[src/rtl/psq_pkg.sv]
package psq_pkg;
  localparam int WORD_W = 12;
  localparam int PAY_W  = 8;

  typedef enum logic [2:0] {
    OP_READ  = 3'd0,
    OP_WRITE = 3'd1,
    OP_FRAME = 3'd2,
    OP_VSYNC = 3'd3,
    OP_NOP   = 3'd4,
    OP_IRQ   = 3'd5,
    OP_DELAY = 3'd6,
    OP_SPARE = 3'd7
  } op_e;

  typedef enum logic [2:0] {
    S_FETCH, S_BUS, S_RDSTALL, S_PIX, S_PIXBUS, S_VSYNC, S_DELAY
  } seq_st_e;

  function automatic op_e word_op(input logic [WORD_W-1:0] w);
    return op_e'(w[11:9]);
  endfunction
endpackage

[src/rtl/psq_bus_cycle.sv]
module psq_bus_cycle #(
  parameter int DW    = 8,
  parameter int STB_W = 4
) (
  input  logic             clk,
  input  logic             rst,
  input  logic             start,
  input  logic             is_read,
  input  logic             a0_in,
  input  logic [DW-1:0]    wdata,
  input  logic [STB_W-1:0] width,
  input  logic [DW-1:0]    din,
  output logic             cs_n,
  output logic             a0,
  output logic             wr_n,
  output logic             rd_n,
  output logic [DW-1:0]    dout,
  output logic             doe,
  output logic [DW-1:0]    rdata,
  output logic             done
);
  typedef enum logic [1:0] {B_IDLE, B_SETUP, B_STROBE, B_HOLD} bst_e;
  bst_e st;
  logic [STB_W-1:0] cnt;
  logic             rd_mode;
  logic [STB_W-1:0] width_eff;

  assign width_eff = (width == '0) ? STB_W'(1) : width;

  always_ff @(posedge clk) begin
    if (rst) begin
      st <= B_IDLE; cnt <= '0; rd_mode <= 1'b0;
      cs_n <= 1'b1; a0 <= 1'b0; wr_n <= 1'b1; rd_n <= 1'b1;
      dout <= '0; doe <= 1'b0; rdata <= '0; done <= 1'b0;
    end else begin
      done <= 1'b0;
      case (st)
        B_IDLE: if (start) begin
          st <= B_SETUP; cs_n <= 1'b0; a0 <= a0_in;
          rd_mode <= is_read; dout <= wdata; doe <= !is_read;
        end
        B_SETUP: begin
          st  <= B_STROBE;
          cnt <= width_eff - STB_W'(1);
          if (rd_mode) rd_n <= 1'b0;
          else         wr_n <= 1'b0;
        end
        B_STROBE: begin
          if (cnt == '0) begin
            st <= B_HOLD; wr_n <= 1'b1; rd_n <= 1'b1;
            if (rd_mode) rdata <= din;
          end else begin
            cnt <= cnt - STB_W'(1);
          end
        end
        default: begin
          st <= B_IDLE; cs_n <= 1'b1; doe <= 1'b0; done <= 1'b1;
        end
      endcase
    end
  end
endmodule

[src/rtl/psq_ms_timer.sv]
module psq_ms_timer #(
  parameter int CNT_W = 8
) (
  input  logic             clk,
  input  logic             rst,
  input  logic             load,
  input  logic [CNT_W-1:0] load_val,
  input  logic             tick,
  output logic             expire
);
  logic [CNT_W-1:0] cnt;

  assign expire = tick && (cnt == CNT_W'(1));

  always_ff @(posedge clk) begin
    if (rst)                     cnt <= '0;
    else if (load)               cnt <= load_val;
    else if (tick && cnt != '0)  cnt <= cnt - CNT_W'(1);
  end
endmodule

[src/rtl/panel_cmd_seq.sv]
module panel_cmd_seq
  import psq_pkg::*;
#(
  parameter int STB_W = 4,
  parameter int LEN_W = 16
) (
  input  logic             clk,
  input  logic             rst,
  input  logic [STB_W-1:0] strobe_clks,
  input  logic             cmd_valid,
  input  logic [11:0]      cmd_word,
  output logic             cmd_ready,
  input  logic [LEN_W-1:0] frame_len,
  input  logic             pix_valid,
  input  logic [7:0]       pix_data,
  output logic             pix_ready,
  input  logic             vsync,
  input  logic             tick_1ms,
  input  logic             cont_set,
  input  logic             rd_irq_clr,
  input  logic             cmd_irq_clr,
  input  logic             rd_irq_mask,
  input  logic             cmd_irq_mask,
  output logic [10:0]      rd_status,
  output logic             rd_irq_flag,
  output logic             cmd_irq_flag,
  output logic             irq,
  output logic             panel_cs_n,
  output logic             panel_a0,
  output logic             panel_wr_n,
  output logic             panel_rd_n,
  output logic [7:0]       panel_dout,
  output logic             panel_doe,
  input  logic [7:0]       panel_din
);
  seq_st_e          st;
  op_e              op;
  logic [PAY_W-1:0] pay;
  logic             wa0;
  logic             go, go_rd, go_a0;
  logic [PAY_W-1:0] go_data;
  logic [PAY_W-1:0] bus_rdata;
  logic             bus_done;
  logic [LEN_W-1:0] remain;
  logic             vs_q;
  logic             cont, ok, rd_a0;
  logic [PAY_W-1:0] rd_data;
  logic             tmr_load, tmr_expire;

  assign op        = word_op(cmd_word);
  assign pay       = cmd_word[PAY_W-1:0];
  assign wa0       = cmd_word[8];
  assign cmd_ready = (st == S_FETCH);
  assign pix_ready = (st == S_PIX);
  assign rd_status = {cont, ok, rd_a0, rd_data};
  assign tmr_load  = cmd_ready && cmd_valid && (op == OP_DELAY);

  psq_bus_cycle #(.DW(PAY_W), .STB_W(STB_W)) u_bus (
    .clk(clk), .rst(rst), .start(go), .is_read(go_rd), .a0_in(go_a0),
    .wdata(go_data), .width(strobe_clks), .din(panel_din),
    .cs_n(panel_cs_n), .a0(panel_a0), .wr_n(panel_wr_n), .rd_n(panel_rd_n),
    .dout(panel_dout), .doe(panel_doe), .rdata(bus_rdata), .done(bus_done)
  );

  psq_ms_timer #(.CNT_W(PAY_W)) u_tmr (
    .clk(clk), .rst(rst), .load(tmr_load), .load_val(pay),
    .tick(tick_1ms), .expire(tmr_expire)
  );

  always_ff @(posedge clk) begin
    if (rst) begin
      st <= S_FETCH; go <= 1'b0; go_rd <= 1'b0; go_a0 <= 1'b0; go_data <= '0;
      remain <= '0; vs_q <= 1'b0; cont <= 1'b0; ok <= 1'b0; rd_a0 <= 1'b0;
      rd_data <= '0; rd_irq_flag <= 1'b0; cmd_irq_flag <= 1'b0; irq <= 1'b0;
    end else begin
      go   <= 1'b0;
      vs_q <= vsync;
      irq  <= (rd_irq_flag && !rd_irq_mask) || (cmd_irq_flag && !cmd_irq_mask);
      if (cont_set)    cont         <= 1'b1;
      if (rd_irq_clr)  rd_irq_flag  <= 1'b0;
      if (cmd_irq_clr) cmd_irq_flag <= 1'b0;
      case (st)
        S_FETCH: if (cmd_valid) begin
          case (op)
            OP_READ: begin
              go <= 1'b1; go_rd <= 1'b1; go_a0 <= wa0; ok <= 1'b0; st <= S_BUS;
            end
            OP_WRITE: begin
              go <= 1'b1; go_rd <= 1'b0; go_a0 <= wa0; go_data <= pay; st <= S_BUS;
            end
            OP_FRAME: if (wa0 && frame_len != '0) begin
              remain <= frame_len; st <= S_PIX;
            end
            OP_VSYNC: st <= S_VSYNC;
            OP_IRQ:   cmd_irq_flag <= 1'b1;
            OP_DELAY: if (pay != '0) st <= S_DELAY;
            default: ;
          endcase
        end
        S_BUS: if (bus_done) begin
          if (go_rd) begin
            rd_data <= bus_rdata; rd_a0 <= go_a0; ok <= 1'b1;
            rd_irq_flag <= 1'b1; st <= S_RDSTALL;
          end else begin
            st <= S_FETCH;
          end
        end
        S_RDSTALL: if (cont) begin
          cont <= 1'b0; st <= S_FETCH;
        end
        S_PIX: if (pix_valid) begin
          go <= 1'b1; go_rd <= 1'b0; go_a0 <= 1'b1; go_data <= pix_data;
          st <= S_PIXBUS;
        end
        S_PIXBUS: if (bus_done) begin
          if (remain == LEN_W'(1)) st <= S_FETCH;
          else begin
            remain <= remain - LEN_W'(1); st <= S_PIX;
          end
        end
        S_VSYNC: if (vsync && !vs_q) st <= S_FETCH;
        S_DELAY: if (tmr_expire) st <= S_FETCH;
        default: st <= S_FETCH;
      endcase
    end
  end
endmodule

[config.mk]
export PLATFORM = sky130hd
export DESIGN_NAME = panel_cmd_seq
export DESIGN_NICKNAME = d
export VERILOG_FILES = /design/src/rtl/psq_pkg.sv /design/src/rtl/psq_bus_cycle.sv /design/src/rtl/psq_ms_timer.sv /design/src/rtl/panel_cmd_seq.sv
export SDC_FILE = /design/constraint.sdc
export NUM_CORES = 1
export LEC_CHECK = 0
export ABC_AREA = 0
export ABC_CLOCK_PERIOD_IN_PS = 3300
export BUFFER_PORTS_ARGS = -buffer_cell sky130_fd_sc_hd__buf_2
export CAP_MARGIN = 20
export CORE_AREA = 2 2 95 97
export CTS_CLUSTER_SIZE = 24
export DETAILED_ROUTE_END_ITERATION = 7
export DIE_AREA = 0 0 97 99
export GPL_TIMING_DRIVEN = 0
export PLACE_DENSITY = 0.8
export SLEW_MARGIN = 20
export SYNTH_ARGS = -nofsm -noshare
export SYNTH_HDL_FRONTEND = slang
export SYNTH_HIERARCHICAL = 1
export SYNTH_SLANG_ARGS = --single-unit
[constraint.sdc]
create_clock -name clk -period 3.3 [get_ports clk]
set_clock_uncertainty 0.15 [all_clocks]
set_input_delay 0.165 -clock clk [delete_from_list [all_inputs] [get_ports clk]]
set_output_delay 0.165 -clock clk [all_outputs]
set_load 0.02 [all_outputs]
* Word-level counts from Yosys, hierarchy flattened
Index checks and enable logic that the tools add are counted.
** Word-level totals
- Register bits :: 82
- Input bits :: 59
- Output and inout port bits :: 29
- Word-level logic and storage cells :: 181
** Operators by class
- $add $sub $neg :: 4
- Eq/ne operators :: 38
- Mux-type cells :: 69
- Bitwise operators :: 1
- Reduce and logical (&&, ||, !) cells :: 43
** Operators with widths (count)
- two-way mux 16 bit :: 5
- two-way mux 8 bit :: 5
- case mux 16 bit (2 select lines) :: 1
- two-way mux 1 bit :: 29
- two-way mux 3 bit :: 9
- inequality test 2 bit, second input constant :: 11
- case mux 3 bit (7 select lines) :: 1
- case mux 1 bit (2 select lines) :: 9
- equality test 16 x 1 -> 1 bit, second input constant :: 1
- inequality test 2 x 1 -> 1 bit, second input constant :: 8
- case mux 8 bit (2 select lines) :: 1
- nonzero test 16 bit :: 1
- nonzero test 8 bit :: 2
- subtractor 16 x 1 -> 16 bit, second input constant :: 1
- equality test 3 bit, second input constant :: 5
- equality test 3 x 2 -> 1 bit, second input constant :: 4
- case mux 3 bit (4 select lines) :: 1
- AND reduction 3 bit :: 4
- AND reduction 4 bit :: 3
- AND reduction 10 bit :: 1
- nonzero test 2 bit :: 5
- equality test 8 x 1 -> 1 bit, second input constant :: 1
- logical AND 1 bit :: 8
- logical NOT 4 bit :: 2
- 23 further kinds :: 37

* Depth between registers and ports, before layout
- Depth after elaboration :: 6
- Gate-level depth with buffers :: 9
- Gate-level depth less buffers :: 8

* By module
Netlist, hierarchy kept.
** Modules (own cells, without submodules)
- panel_cmd_seq :: times used 1, cells an instance 332, area each 2453.6 um^2, seq. area each 900.9 um^2
- psq_bus_cycle :: times used 1, cells an instance 150, area each 1252.5 um^2, seq. area each 580.6 um^2
- psq_ms_timer :: times used 1, cells an instance 60, area each 478.0 um^2, seq. area each 160.2 um^2

* Worst setup path before layout
Ideal clock, no wire load.
- Kind :: flip-flop to flip-flop
- Start point :: register u_tmr.cnt[2]
- End point :: register, netlist name st[2]
- Library setup time :: 0.070 ns
- Arrival time :: 2.099 ns
- Data required time :: 3.080 ns
- Setup slack :: 0.980 ns
- Cell stages (with the launch flop) :: 8
- Buffers on the path :: 0
- Period minus slack after synthesis :: 2.320 ns
- Cells stage by stage :: dfxtp_1 -> nor3_1 -> and4_1 -> or2b_1 -> o22ai_1 -> a2111o_1 -> or4_1 -> a21oi_1
** RTL lines
- from (decl) :: RTL line psq_ms_timer.sv:11 : logic [CNT_W-1:0] cnt;
- from (signal assigned) :: RTL line psq_ms_timer.sv:17 : else if (load) cnt <= load_val;
- from (signal assigned) :: RTL line psq_ms_timer.sv:18 : else if (tick && cnt != '0) cnt <= cnt - CNT_W'(1);

==> reports/results.tsv <==
stage	metric	value	unit
yosys	synth.ff_latch_count	82	
grt	antenna_found_initial	0	
worst_setup_path	reg2regPathDepth	10	
timing	hold_viol_final	0	
yosys	seq_area_frac_synth	0.3923	
clock_tree	cts_root_buffer	clkbuf_8	
timing	finalCriticalPeriod	2.989	ns
pwr	p_total	0.003100	W
timing	slew_viol_final	0	
routing	wl_per_cell	15.68	um
routing	drt_iter0_markers	293	
worst_setup_path	crit_required	3.45	ns
timing	period_share	0.9058	
floorplan	dieArea	9603	sq um
timing	fin_setup_tns	0	ns
worst_setup_path	start_kind	flip-flop	
clock_tree	clk_latency	0.35	ns
cells_and_area	final_util	0.6241	
yosys	synth_ff_type	dfxtp_1	
pwr	p_leak	2.109	nW
clock_tree	clockBufferDepth	2	
routing	viasPerCell	5.702	
routing	ant_nets	0	
place	port_buffers	86	
worst_setup_path	cp_max_fo	10	
place	place_congestion	1.012	
worst_setup_path	r2r_start	st[0]	
place	place_hpwl	8378	um
routing	num_vias	4516	
timing	rsz0062_at_grt	no	
cells_and_area	final_common_cell	nand2_1	
timing	worst-slew-pin-transition	0.7418	ns
timing	slew_headroom	0.5042	
cells_and_area	finalNetCount	747	
cells_and_area	final_cell_mix	nand2_1 (95), buf_2 (91), dfxtp_1 (82)	
floorplan	chipWidth	97	um
floorplan	pin_count	88	
yosys	async_flop_share	0	
yosys	yosysUniqueCellTypes	72	
worst_setup_path	r2r_end	go_data[4]	
min_path	hold_end	u_bus/cnt[2]	
clock_tree	cts_resized	0	
clock_tree	cts.hold.buffers_added	40	
worst_setup_path	cp.arrival	3.13	ns
grt	grt_pass1_wl	20670	um
grt	grt_pass1_vias	4386	
cells_and_area	drive_gt1_frac	0.1857	
clock_tree	cts_tree	yes	
routing	wl	12420	um
clock_tree	cts.reportedPaths.clkPinSlew	0.09	ns
yosys	postSynthCellCount	542	
grt	grt_max_degree	16	
cells_and_area	num-fill-cells	770	
outcome	status	completed	
job	maxCapViolCount	0	
floorplan	fp-row-count	34	
cells_and_area	antennaDiodeCount	0	
worst_setup_path	cp-end-kind	flip-flop	
grt	track_usage	0.2600	
floorplan	die_h	99	um
cells_and_area	syn_to_final_growth	27.54	%
clock_tree	cts_buffers	9	
pwr	p_per_area	581.0	nW/um^2
clock_tree	h-tree-depth	3	
timing	fmax	334.6	MHz
min_path	min_path_cells	4	
floorplan	start_util	0.4893	
clock_tree	post_cts_buffers	0	
yosys	synth_area_per_cell	7.720	sq um
clock_tree	cts_sinks	82	
worst_setup_path	critPathKind	reg -> reg	
min_path	holdCritStartpoint	strobe_clks[2]	
grt	grt_overflow	0	
routing	drc	0	
yosys	synthesis.area	4184	sq um
timing	finalSetupViolations	0	
floorplan	fp.coreArea	8551	sq um
yosys	synth_warnings	6	
yosys	synth_fp_nets	610	
worst_setup_path	reg2reg_slack	0.31	ns
pwr	ir_drop	0.4773	mV
yosys	synth_edf_count	0	
routing	dr.pass1.iters	5	
min_path	hp-class	in -> reg	
-- worst max-delay path by stage --
stage | startpoint | to | slack [ns] | cells after the start
floorplan | u_tmr/cnt[2] | st[2] | 0.98 | 7
global placement | u_tmr/cnt[2] | st[2] | 0.72 | 7
CTS | st[0] | go_data[4] | 0.41 | 10
global route | st[0] | go_data[4] | 0.1 | 10
detailed placement | u_tmr/cnt[2] | st[2] | 0.71 | 7
finish | st[0] | go_data[4] | 0.31 | 10
-- sequential cells by signal (all words and copies together) (netlist names), 2 cells and up --
name         count
remain          16
go_data          8
rd_data          8
u_bus/dout       8
u_bus/rdata      8
u_tmr/cnt        8
u_bus/cnt        4
st               3
u_bus/st         2
-- critical path, stage by stage (launching register included) --
cell           delay, ns
dfxtp_1             0.31
buf_4               0.15
buf_2               0.22
nand3b_1            0.28
inv_1               0.23
a21oi_1             0.07
nor2_2              0.30
buf_2               0.30
nor2_1              0.08
a311oi_1            0.25
dlygate4sd3_1       0.59
-- synthesized netlist by cell type (2+ instances only) --
master	number	area, sq um
a211o_1	3	26.28
a211oi_1	6	45.04
a21o_1	2	15.01
a21oi_1	68	340.3
a221oi_1	2	17.52
a311oi_1	9	78.83
a31oi_1	5	31.28
and2_1	3	18.77
and3_1	6	37.54
and4_1	2	17.52
buf_1	3	11.26
buf_2	5	25.02
buf_4	6	45.04
clkbuf_1	19	71.32
dfxtp_1	82	1642
ha_1	9	112.6
inv_1	15	56.30
mux2i_1	3	30.03
nand2_1	95	356.6
nand2b_1	10	62.56
nand3_1	19	95.09
nand3b_1	3	22.52
nand4_1	5	31.28
nor2_1	34	127.6
nor2b_1	8	50.05
nor3_1	17	85.08
nor3b_1	3	22.52
nor4_1	8	50.05
nor4b_1	3	26.28
o21ai_0	17	85.08
o21ai_1	18	90.09
o22ai_1	2	12.51
o31ai_1	4	30.03
o41ai_1	2	17.52
or3_1	4	25.02
or3b_1	2	17.52
or3b_2	2	17.52
or4_4	2	22.52
xnor2_1	2	17.52
xor2_1	2	17.52
-- metal layers --
layer | global-route usage | up-vias | wire length, um
met5 | 0 | - | 0
met4 | 0.09209 | 0 | 244
met3 | 0.03972 | 23 | 738
met2 | 0.4658 | 194 | 6224
met1 | 0.3179 | 2086 | 5214
li1 | - | 2213 | -
-- through the flow --
step           hold WS (ns)  setup WS (ns)  cells  cell area [sq um]
2_1_floorplan       0.08407         0.9802    542               4184
3_3_place_gp         0.2426         0.7166    736               4750
3_5_place_dp         0.2530         0.7052    736               4750
4_1_cts           0.0006451         0.4125    792               5336
5_1_grt            0.006909        0.09797    792               5336
6_report            0.01299         0.3110    792               5336
-- kinds of logic after synthesis --
kind of cell,Yosys count,share of synthesized area
fa+ha+maj,9,0.02691
mux,3,0.007177
buf+inv,51,0.05472
xor+xnor,4,0.008375
simple gates,237,0.2826
flops,82,0.3923
compound gates,156,0.2279
-- report_power, final --
group | total, W | internal, W | switching (W)
registers | 0.00122 | 0.00111 | 0.000117
clock network | 0.000694 | 0.000302 | 0.000391
logic | 0.00118 | 0.000512 | 0.000672
-- layout make-up --
type / instances / area, sq um / area share
multi-input cells: 409 / 2313 / 0.4335
clock inverters: 6 / 48.80 / 0.009144
plain buffers: 35 / 168.9 / 0.03165
flip-flops and latches: 82 / 1642 / 0.3076
inverters: 16 / 60.06 / 0.01125
repair buffers: 126 / 830.8 / 0.1557
well taps: 108 / 135.1 / 0.02532
clock buffers: 10 / 137.6 / 0.02579
No activity file was read; power rests on OpenSTA's default activity.
